==> config.mk <==
export PLATFORM = sky130hd
export DESIGN_NAME = soft_reset_bank
export DESIGN_NICKNAME = d
export VERILOG_FILES = /design/src/rtl/soft_reset_pkg.sv /design/src/rtl/srb_rst_sync.sv /design/src/rtl/srb_addr_decode.sv /design/src/rtl/srb_mask_reg.sv /design/src/rtl/soft_reset_bank.sv
export SDC_FILE = /design/constraint.sdc
export NUM_CORES = 1
export LEC_CHECK = 0
export BUFFER_PORTS_ARGS = -buffer_cell sky130_fd_sc_hd__buf_2
export CORE_ASPECT_RATIO = 1.25
export CORE_MARGIN = 2
export CORE_UTILIZATION = 35
export CTS_CLUSTER_DIAMETER = 120
export DETAILED_ROUTE_END_ITERATION = 6
export PLACE_DENSITY = 0.67
export SYNTH_ARGS = -nofsm -noshare
export SYNTH_HDL_FRONTEND = slang
export SYNTH_SLANG_ARGS = --single-unit
==> constraint.sdc <==
create_clock -name clk -period 3 [get_ports clk]
set_clock_uncertainty 0.2 [all_clocks]
set_input_delay 0.15 -clock clk [delete_from_list [all_inputs] [get_ports clk]]
set_output_delay 0.15 -clock clk [all_outputs]
set_load 0.1 [all_outputs]
==> src/rtl/soft_reset_pkg.sv <==
package soft_reset_pkg;
  localparam int unsigned REG_W  = 16;
  localparam int unsigned WORD_W = 2 * REG_W;
  localparam int unsigned NREGS  = 3;
  localparam logic [NREGS*REG_W-1:0] DEFAULT_IMPL = {16'h7FFD, 16'h00FF, 16'h38AF};
endpackage

==> src/rtl/srb_rst_sync.sv <==
module srb_rst_sync #(
  parameter int unsigned STAGES = 2
) (
  input  logic clk,
  input  logic rst_n,
  output logic rst_sync_n
);
  logic [STAGES-1:0] chain_q;
  logic [STAGES-1:0] chain_nxt;

  always_comb chain_nxt = {chain_q[STAGES-2:0], 1'b1};

  always_ff @(posedge clk or negedge rst_n) begin
    if (!rst_n) chain_q <= '0;
    else        chain_q <= chain_nxt;
  end

  assign rst_sync_n = chain_q[STAGES-1];
endmodule

==> src/rtl/srb_addr_decode.sv <==
module srb_addr_decode #(
  parameter int unsigned NUM_REGS = 3,
  parameter int unsigned ADDR_W   = 4
) (
  input  logic [ADDR_W-1:0]   addr,
  output logic [NUM_REGS-1:0] sel,
  output logic                hit
);
  for (genvar i = 0; i < NUM_REGS; i++) begin : g_dec
    assign sel[i] = (addr == ADDR_W'(i));
  end
  assign hit = |sel;

  always_comb begin
    assert_sel_onehot_R6: assert ($onehot0(sel));
  end
endmodule

==> src/rtl/srb_mask_reg.sv <==
module srb_mask_reg #(
  parameter int unsigned REG_W = 16,
  parameter logic [REG_W-1:0] IMPL = '1
) (
  input  logic             clk,
  input  logic             rst_n,
  input  logic             wr_sel,
  input  logic [REG_W-1:0] wr_mask,
  input  logic [REG_W-1:0] wr_val,
  output logic [REG_W-1:0] q
);
  logic [REG_W-1:0] q_nxt;
  logic [REG_W-1:0] eff_mask;

  always_comb begin
    eff_mask = wr_mask & IMPL;
    q_nxt    = (q & ~eff_mask) | (wr_val & eff_mask);
  end

  always_ff @(posedge clk or negedge rst_n) begin
    if (!rst_n)      q <= IMPL;
    else if (wr_sel) q <= q_nxt;
  end

  always_ff @(posedge clk) begin
    if (rst_n) begin
      assert_unimpl_zero_R4: assert ((q & ~IMPL) == '0);
    end
  end

  assert_unmasked_hold_R2: assert property (@(posedge clk) disable iff (!rst_n)
    ((q ^ $past(q)) & ~($past(wr_sel) ? $past(wr_mask) : {REG_W{1'b0}})) == '0);

  assert_masked_take_R3: assert property (@(posedge clk) disable iff (!rst_n)
    $past(wr_sel) |-> (((q ^ $past(wr_val)) & $past(wr_mask) & IMPL) == '0));
endmodule

==> src/rtl/soft_reset_bank.sv <==
module soft_reset_bank #(
  parameter int unsigned NUM_REGS = soft_reset_pkg::NREGS,
  parameter int unsigned REG_W    = soft_reset_pkg::REG_W,
  parameter int unsigned ADDR_W   = 4,
  parameter int unsigned SYNC_STAGES = 2,
  parameter logic [NUM_REGS*REG_W-1:0] IMPL_MASKS = soft_reset_pkg::DEFAULT_IMPL
) (
  input  logic                      clk,
  input  logic                      rst_n,
  input  logic                      wr_en,
  input  logic [ADDR_W-1:0]         wr_addr,
  input  logic [2*REG_W-1:0]        wr_data,
  input  logic [ADDR_W-1:0]         rd_addr,
  output logic [2*REG_W-1:0]        rd_data,
  output logic                      wr_err,
  output logic [NUM_REGS*REG_W-1:0] rst_out
);
  localparam int unsigned WORD_W = 2 * REG_W;

  logic                rst_sync_n;
  logic [NUM_REGS-1:0] wr_dec;
  logic                wr_hit;
  logic                wr_go;
  logic                err_nxt;
  logic [REG_W-1:0]    reg_q [NUM_REGS];

  srb_rst_sync #(.STAGES(SYNC_STAGES)) u_sync (
    .clk(clk), .rst_n(rst_n), .rst_sync_n(rst_sync_n)
  );

  srb_addr_decode #(.NUM_REGS(NUM_REGS), .ADDR_W(ADDR_W)) u_wdec (
    .addr(wr_addr), .sel(wr_dec), .hit(wr_hit)
  );

  assign wr_go = wr_en & rst_sync_n;

  for (genvar i = 0; i < NUM_REGS; i++) begin : g_reg
    srb_mask_reg #(
      .REG_W(REG_W),
      .IMPL(IMPL_MASKS[i*REG_W +: REG_W])
    ) u_reg (
      .clk(clk),
      .rst_n(rst_sync_n),
      .wr_sel(wr_go & wr_dec[i]),
      .wr_mask(wr_data[WORD_W-1:REG_W]),
      .wr_val(wr_data[REG_W-1:0]),
      .q(reg_q[i])
    );
    assign rst_out[i*REG_W +: REG_W] = reg_q[i];
  end

  always_comb begin
    rd_data = '0;
    for (int i = 0; i < NUM_REGS; i++) begin
      if (rd_addr == ADDR_W'(i)) rd_data[REG_W-1:0] = reg_q[i];
    end
  end

  always_comb err_nxt = wr_go & ~wr_hit;

  always_ff @(posedge clk or negedge rst_sync_n) begin
    if (!rst_sync_n) wr_err <= 1'b0;
    else             wr_err <= err_nxt;
  end

  assert_bad_write_flag_R6: assert property (@(posedge clk) disable iff (!rst_sync_n)
    $past(wr_go && !wr_hit) |-> wr_err);

  assert_bad_write_inert_R6: assert property (@(posedge clk) disable iff (!rst_sync_n)
    $past(wr_go && !wr_hit) |-> $stable(rst_out));

  assert_idle_hold_R7: assert property (@(posedge clk) disable iff (!rst_sync_n)
    $past(!wr_en) |-> ($stable(rst_out) && !wr_err));
endmodule

==> summary.txt, run 1 <==
Status
  • Status: complete, no violations

STA
  • Final Setup Violations: 0
  • Final Hold Fails: 0
  • RSZ-0062 raised after global routing: false
  • Fin crit period: 2.58 ns
  • Final period util: 0.859
  • Fmax: 388 MHz
  • Worst slew pin tran: approximately 0.76 ns
  • Fin Setup TNS: 0 ns
  • Slew HR: 0.495
  • Max Slew Vio Count: 0

Detailed routing
  • First DRT Iteration DRCs: 49
  • Vias: 1693
  • Final ANT Viol Nets: 0
  • Wire per inst: 14.3 microns
  • DRT Wirelength: 5120 microns
  • Post-DR vias/cell: 4.74
  • Pre-antenna DRT Iters: 4
  • Detailed-route DRC error count: 0

Floorplanning
  • Die Wd: 71.8 microns
  • # IOs: 124
  • Initial Util: 0.366
  • Row count: 30
  • Core area: 5480 sq um
  • Die area: 6360 sq um
  • Chip height: 88.7 microns

Finish
  • Fillers: around 500
  • Most common cell after layout, fill and taps aside: buf_2
  • Commonest cells after routing, fill and taps aside: buf_2 (87), conb_1 (35), dfstp_2 (31), nand3_1 (29)
  • Total Nets Final: 335
  • Post-route cell area: 2690 sq um
  • Fin cells: roughly 360
  • N_diodes: 0
  • Share of cells above drive strength 1: 0.539
  • Area growth, synth to finish: 34.1%

Clocking
  • Clk Tree Root Cell: clkbuf_8
  • TritonCTS clock tree: yes
  • H-tree depth: 2
  • CTS max path bufs: 2
  • Clock latency at the later pin of the worst-skew pair: between 0.2 and 0.3 ns
  • CTS sink count: 34
  • CTS clock-pin slew for the worst setup and hold paths: about 0.07 ns
  • Setup Buffers After CTS: 0
  • Post-CTS resize count: 0
  • CTS Hold Bufs: 24
  • CTS buffer count: 5

Global route
  • GRT overflow: 0
  • GRT Util Overall: 0.164
  • Initial antenna violation count: 0
  • Largest net degree at the start of global routing: 34
  • Global-route wire length before repair: 7870 microns
  • Vias in the first global route: 1667

Placement
  • Placed inst area: 2360 sq um
  • GP Congestion: 0.674
  • DP Cell Count: 325
  • PortBufs: 87
  • DP Wirelength: roughly 3500 microns

Yosys
  • Flop and latch count out of synthesis: 34
  • Post-synthesis cell type count: 27
  • Syn Inst Count: 180
  • Register area share after synthesis: 0.443
  • Yosys warns: 0
  • Mapped Area: 2010 sq um
  • Avg Cell Area, Syn: 11.2 sq um

Power
  • Maximum VDD drop: 0.000363 V
  • Static Leak: between 1 and 1.5 nW
  • Tot Pwr: 1.80 mW
  • Cell Pwr Density: 669 nW/um^2

Min path
  • Hold Crit Class: input pin to flop

Worst setup path
  • Req. time, crit path: 3.00 ns
  • Crit path DAT: 2.58 ns
  • Endpoint type of the worst setup path: flop
  • Startpoint types: input pin
  • WS Path Type: input pin to flop
  • Worst-path fanout max: 31

Job
  • Max_cap viols: 0
-- cells by family after synthesis --
kind of cell | count (synthesis) | share of synthesized area
buf+inv | 43 | 0.158
flops | 34 | 0.443
simple gates | 53 | 0.151
other cells | 2 | 0.00374
compound gates | 14 | 0.0530
mux | 34 | 0.191
-- worst paths after layout --
| path | from | slack [ns] | cells past startpoint | endpoint |
|---|---|---|---|---|
| setup / recovery | wr_en | 0.42 | 6 | flop |
| hold / removal | wr_data[28] | 0.007 | 3 | flop |
| setup reg to reg | u_sync.chain_q[1] | 0.59 | 4 | flop |
| hold reg to reg | u_sync.chain_q[1] | 0.10 | 1 | wr_err |
| max in group asynchronous | rst_n | 1.92 | 3 | u_sync.chain_q[1] |
| min in group asynchronous | u_sync.chain_q[1] | 0.10 | 1 | wr_err |
-- synthesized netlist by cell type --
cell / n / area [sq um]
clkbuf_1: 2 / 7.51
nor2b_1: 1 / 6.26
a211oi_1: 1 / 7.51
nor4b_4: 1 / 23.8
a2bb2oi_1: 5 / 43.8
dfstp_2: 31 / 815
buf_4: 35 / 263
or3_1: 1 / 6.26
buf_2: 2 / 10.0
buf_6: 3 / 33.8
conb_1: 2 / 7.51
and3_1: 4 / 25.0
mux2_1: 6 / 67.6
o21ai_0: 5 / 25.0
mux2i_1: 3 / 30.0
nor2_1: 5 / 18.8
nand3_1: 29 / 145
a32o_1: 3 / 30.0
and4bb_2: 2 / 25.0
nand2_1: 7 / 26.3
nor3_1: 1 / 5.00
nand4b_2: 1 / 15.0
and2b_1: 1 / 7.51
mux2_2: 24 / 270
inv_1: 1 / 3.75
mux2_4: 1 / 15.0
dfrtp_1: 3 / 75.1
-- metal layers --
layer / wire length [microns] / track usage / vias up / part of all wire
met4: 21 / 0.0463 / 0 / 0.0041
met5: 0 / 0 / - / 0
met1: 2070 / 0.191 / 821 / 0.40
met2: 2670 / 0.296 / 81 / 0.52
li1: - / - / 789 / -
met3: 359 / 0.0456 / 2 / 0.070
-- critical path: stages --
cell and delay [ns]:
dlygate4sd3_1 0.53, buf_2 0.11, and4bb_2 0.70, nand3_1 0.16, mux2_1 0.35, dlygate4sd3_1 0.58
-- final cells by class --
type / instances / area, sq um / share of cell area
well taps: 64 / 80.1 / 0.0297
clock inverters: 1 / 5.00 / 0.00186
repair buffers: 114 / 698 / 0.259
clock buffers: 7 / 86.3 / 0.0321
inverters: 1 / 3.75 / 0.00139
flip-flops and latches: 34 / 890 / 0.330
multi-input cells: 136 / 930 / 0.345
-- metrics by stage --
| stage | util | setup WS [ns] | hold WS (ns) |
|---|---|---|---|
| after floorplan | - | 0.121 | -0.346 |
| after global placement | 0.431 | 1.01 | -0.249 |
| after detailed placement | 0.431 | 1.01 | -0.248 |
| after CTS | 0.491 | 0.489 | 0.000698 |
| after global routing | 0.491 | 0.322 | 0.0140 |
| final | 0.491 | 0.422 | 0.00740 |
-- power breakdown --
group | internal, mW | switching (mW)
Sequential | 0.555 | 0.0391
Clock | 0.185 | 0.158
Combinational | 0.141 | 0.722
No activity file was read; power rests on OpenSTA's default activity.
==> run 2, diff against run 1 <==
--- a/config.mk
+++ b/config.mk
@@ -11,7 +11,8 @@
 export CORE_UTILIZATION = 35
 export CTS_CLUSTER_DIAMETER = 120
 export DETAILED_ROUTE_END_ITERATION = 6
-export PLACE_DENSITY = 0.67
+export GPL_TIMING_DRIVEN = 0
+export PLACE_DENSITY = 0.76
 export SYNTH_ARGS = -nofsm -noshare
 export SYNTH_HDL_FRONTEND = slang
 export SYNTH_SLANG_ARGS = --single-unit
==> constraint.sdc (replaced) <==
create_clock -name clk -period 3 [get_ports clk]
set_clock_uncertainty 0.2 [all_clocks]
set_input_delay 0.3 -clock clk [delete_from_list [all_inputs] [get_ports clk]]
set_output_delay 0.3 -clock clk [all_outputs]
set_load 0.1 [all_outputs]
==> summary.txt, run 2 (synthesized netlist as in run 1, its figures left out) <==
Power
  • Tot Pwr: 1.78 mW
  • Cell Pwr Density: 646 nW/um^2
  • Static Leak: 1.44 nW
  • Maximum VDD drop: 0.000297 V

Detailed routing
  • Vias: 1725
  • Wire per inst: 14.2 microns
  • Detailed-route DRC error count: 0
  • DRT Wirelength: 5280 microns
  • First DRT Iteration DRCs: 68
  • Pre-antenna DRT Iters: 4
  • Post-DR vias/cell: 4.65
  • Final ANT Viol Nets: 0

Clocking
  • CTS sink count: 34
  • CTS max path bufs: 2
  • Clock latency at the later pin of the worst-skew pair: about 0.28 ns
  • TritonCTS clock tree: yes
  • Clk Tree Root Cell: clkbuf_8
  • CTS buffer count: 5
  • CTS clock-pin slew for the worst setup and hold paths: about 0.070 ns
  • H-tree depth: 2

Job
  • Max_cap viols: 0

Finish
  • Fillers: 528
  • Area growth, synth to finish: 37.5%
  • Most common cell after layout, fill and taps aside: buf_2
  • Commonest cells after routing, fill and taps aside: buf_2 (88), buf_4 (35), conb_1 (35), dfstp_2 (31), nand3_1 (29)
  • Total Nets Final: 350
  • N_diodes: 0
  • Share of cells above drive strength 1: 0.642

Global route
  • Global-route wire length before repair: 7890 microns
  • Initial antenna violation count: 0
  • Largest net degree at the start of global routing: 35
  • GRT overflow: 0
  • Vias in the first global route: 1534
  • GRT Util Overall: 0.166

STA
  • Final period util: 0.892
  • Slew HR: 0.497
  • Fin crit period: 2.68 ns
  • Worst slew pin tran: 0.751 ns
  • Max Slew Vio Count: 0
  • PnR worst setup slack: between 0.3 and 0.4 ns
  • Final Hold Fails: 0
  • Final Setup Violations: 0
  • Final hold slack: 0.0431 ns
  • RSZ-0062 raised after global routing: false
  • Fmax: 374 MHz
  • Fin Setup TNS: 0 ns

Floorplanning
  • Die area: 6360 sq um
  • Initial Util: 0.366
  • Row count: 30
  • Chip height: ~89 microns
  • # IOs: 124
  • Die Wd: 71.8 microns
  • Core area: 5480 sq um

Worst setup path
  • Critical path's most frequent cell: buf_2
  • Req. time, crit path: 2.50 ns
  • Crit path DAT: 2.18 ns
  • FF-to-FF setup slack: ~0.85 ns
  • Worst-path fanout max: 10
  • WS Path Type: input pin to output pin
  • Max incr delay on CP: roughly 0.48 ns
  • Startpoint types: input pin
  • CP max-delay cell: nor3_1
  • Cell-by-cell trace of the critical path: buf_2 -> nor3_1 -> clkbuf_1 -> o21ai_0 -> a2bb2oi_2 -> buf_2
  • Endpoint type of the worst setup path: output pin

Placement
  • PortBufs: 86
  • Pre-CTS setup slack: roughly 0.27 ns
  • DP Wirelength: 4030 microns
  • GP Congestion: 0.673

Status
  • Status: complete, no violations

Min path
  • Hold Crit Class: input pin to flop
## run 2: final timing paths
check / to / from / cells past startpoint
setup / recovery: rd_data[7] / rd_addr[3] / 6
max in group asynchronous: wr_err / u_sync.chain_q[1] / 0
min in group asynchronous: u_sync.chain_q[1] / rst_n / 2
hold / removal: wr_err / wr_en / 3
setup reg to reg: flop / u_sync.chain_q[1] / 4
hold reg to reg: wr_err / u_sync.chain_q[1] / 0
## run 2: timing repair
action / CTS / global route
hold endpoints to repair: 2 / 0
setup endpoints to repair: 0 / 0
hold buffers: 1 / 0
gates resized for setup: 0 / 0
setup buffers: 0 / 0
## run 2: area by class of cell
| cell class | instances | area, sq um | area share |
|---|---|---|---|
| multi-input combinational | 136 | 956 | 0.346 |
| sequential | 34 | 891 | 0.323 |
| timing repair buffer | 87 | 440 | 0.159 |
| buffer | 42 | 314 | 0.114 |
| tap | 64 | 80.1 | 0.0290 |
| clock buffer | 7 | 76.3 | 0.0276 |
| inverter | 1 | 3.75 | 0.00136 |
## run 2: routing by layer
layer  vias up  global-route usage  part of all wire
li1        821                   -                 -
met1       818               0.185              0.38
met2        80               0.311              0.53
met3         6              0.0399             0.077
met4         0              0.0515             0.011
met5         -                   0                 0
## run 2: stage by stage
stage               instance area [sq um]  utilization  instances
floorplan                            2160            -        213
global placement                     2670        0.488        363
detailed placement                   2670        0.488        363
CTS                                  2760        0.504        371
global route                         2760        0.504        371
finish                               2760        0.504        371
## run 2: worst max-delay path, delay by kind of cell
family                 cells  cell delay [ns]
buffers and inverters      3             1.01
AND/OR/NAND/NOR            1             0.48
AO/OA/AOI/OAI              2             0.37
## run 2: report_power, final
part | switching, mW | total (mW) | internal (mW)
combinational | 0.716 | 0.866 | 0.150
clock | 0.154 | 0.314 | 0.160
sequential | 0.0479 | 0.603 | 0.555
==> run 3, diff against run 2 <==
--- a/config.mk
+++ b/config.mk
@@ -12,7 +12,8 @@
 export CTS_CLUSTER_DIAMETER = 120
 export DETAILED_ROUTE_END_ITERATION = 6
 export GPL_TIMING_DRIVEN = 0
-export PLACE_DENSITY = 0.76
+export PLACE_DENSITY_LB_ADDON = 0.05
+export SKIP_LAST_GASP = 1
 export SYNTH_ARGS = -nofsm -noshare
 export SYNTH_HDL_FRONTEND = slang
 export SYNTH_SLANG_ARGS = --single-unit
==> summary.txt, run 3 (synthesized netlist as in run 1, its figures left out) <==
STA
  • Worst slew pin tran: 0.736 ns
  • RSZ-0062 raised after global routing: false
  • Final Hold Fails: 0
  • Final period util: 0.856
  • Fmax: between 300 and 400 MHz
  • PnR worst setup slack: approximately 0.43 ns
  • Fin crit period: 2.57 ns
  • Final Setup Violations: 0
  • Fin Setup TNS: 0 ns
  • Slew HR: 0.510
  • Max Slew Vio Count: 0

Finish
  • Most common cell after layout, fill and taps aside: buf_2
  • N_diodes: 0
  • Share of cells above drive strength 1: 0.640
  • Commonest cells after routing, fill and taps aside: buf_2 (88), buf_4 (35), conb_1 (35), dfstp_2 (31), nand3_1 (29)
  • Total Nets Final: 350
  • Post-layout util: 0.505
  • Area growth, synth to finish: 37.7%

Global route
  • GRT Util Overall: 0.164
  • GRT overflow: 0
  • Largest net degree at the start of global routing: 35
  • Vias in the first global route: 1594
  • Global-route wire length before repair: 7910 microns
  • Initial antenna violation count: 0

Worst setup path
  • Crit path DAT: 2.07 ns
  • Startpoint types: input pin
  • CP startpoint: rd_addr[3]
  • Worst-path fanout max: 10
  • WS Path Type: input pin to output pin
  • FF-to-FF Start: u_sync.chain_q[1]
  • Endpoint type of the worst setup path: output pin
  • FF-to-FF setup slack: 0.84 ns
  • Req. time, crit path: 2.50 ns

Floorplanning
  • Chip height: 88.7 microns
  • Row count: 30
  • # IOs: around 120
  • Initial Util: 0.366
  • Die area: 6360 sq um
  • Die Wd: 71.8 microns
  • Core area: 5480 sq um

Clocking
  • CTS buffer count: 5
  • Clk Tree Root Cell: clkbuf_8
  • TritonCTS clock tree: yes
  • H-tree depth: 2
  • CTS clock-pin slew for the worst setup and hold paths: approximately 0.07 ns
  • CTS sink count: 34
  • Clock latency at the later pin of the worst-skew pair: between 0.2 and 0.3 ns
  • CTS max path bufs: 2

Detailed routing
  • Detailed-route DRC error count: 0
  • Post-DR vias/cell: 4.53
  • First DRT Iteration DRCs: 38
  • Pre-antenna DRT Iters: 4
  • Final ANT Viol Nets: 0
  • DRT Wirelength: a little over 5000 microns
  • Vias: 1687
  • Wire per inst: 13.9 microns

Placement
  • GP Congestion: 0.719
  • PortBufs: 86
  • Pre-CTS setup slack: approximately 0.25 ns
  • DP Wirelength: between 3000 and 4000 microns

Status
  • Status: complete, no violations

Power
  • Cell Pwr Density: 647 nW/um^2
  • Tot Pwr: about 1.8 mW
  • Maximum VDD drop: 0.000342 V
  • Static Leak: 1.44 nW

Min path
  • Hold Crit Start: wr_addr[2]
  • Hold Crit Class: input pin to flop

Job
  • Max_cap viols: 0
run 3: changes by cell type in the layout (fill, tap and decap cells not counted):
cell      previous run  this run
clkbuf_1             4         5
run 3: power breakdown:
group | internal, mW | switching, mW | total (mW) | leakage [nW]
Combinational | 0.150 | 0.714 | 0.864 | 1.05
Clock | 0.165 | 0.155 | 0.320 | 0.0395
Sequential | 0.555 | 0.0489 | 0.604 | 0.358
Total | 0.870 | 0.918 | 1.79 | 1.44
run 3: cell type report:
class,instances,area (sq um)
Fill cell,547,2720
Tap cell,64,80.1
Sequential cell,34,891
Multi-Input combinational cell,136,956
Timing Repair Buffer,87,440
Inverter,1,3.75
Clock buffer,8,80.1
Buffer,42,314
run 3: through the flow:
step           hold slack (ns)  instances  area, sq um
2_1_floorplan           -0.196        213         2160
3_3_place_gp            -0.114        363         2670
3_5_place_dp            -0.113        363         2670
4_1_cts                 0.0396        372         2760
5_1_grt                 0.0423        372         2770
6_report                0.0447        372         2770
run 3: final timing paths:
check	endpoint	depth (start not counted)
max in group asynchronous	wr_err	0
worst min register to register	wr_err	0
worst min-delay path	wr_err	3
worst max-delay path	rd_data[5]	6
min in group asynchronous	u_sync.chain_q[1]	2
worst max register to register	flop	4
run 3: timing repair:
item	CTS	global route
hold endpoints to repair	2	0
setup buffers	0	0
resized for setup	0	0
hold buffers	1	0
run 3: routing by layer:
layer	track usage	share of wire	vias to the layer above	wire (microns)
li1	-	-	822	-
met2	0.305	0.53	73	2710
met3	0.0467	0.073	5	379
met4	0.0446	0.0091	0	47
met1	0.184	0.39	787	2020
met5	0	0	-	0
run 3: critical path: stages:
cell and delay, ns:
buf_2 0.13, nor3_1 0.41, clkbuf_1 0.44, o21ai_0 0.20, a2bb2oi_2 0.15, buf_2 0.43
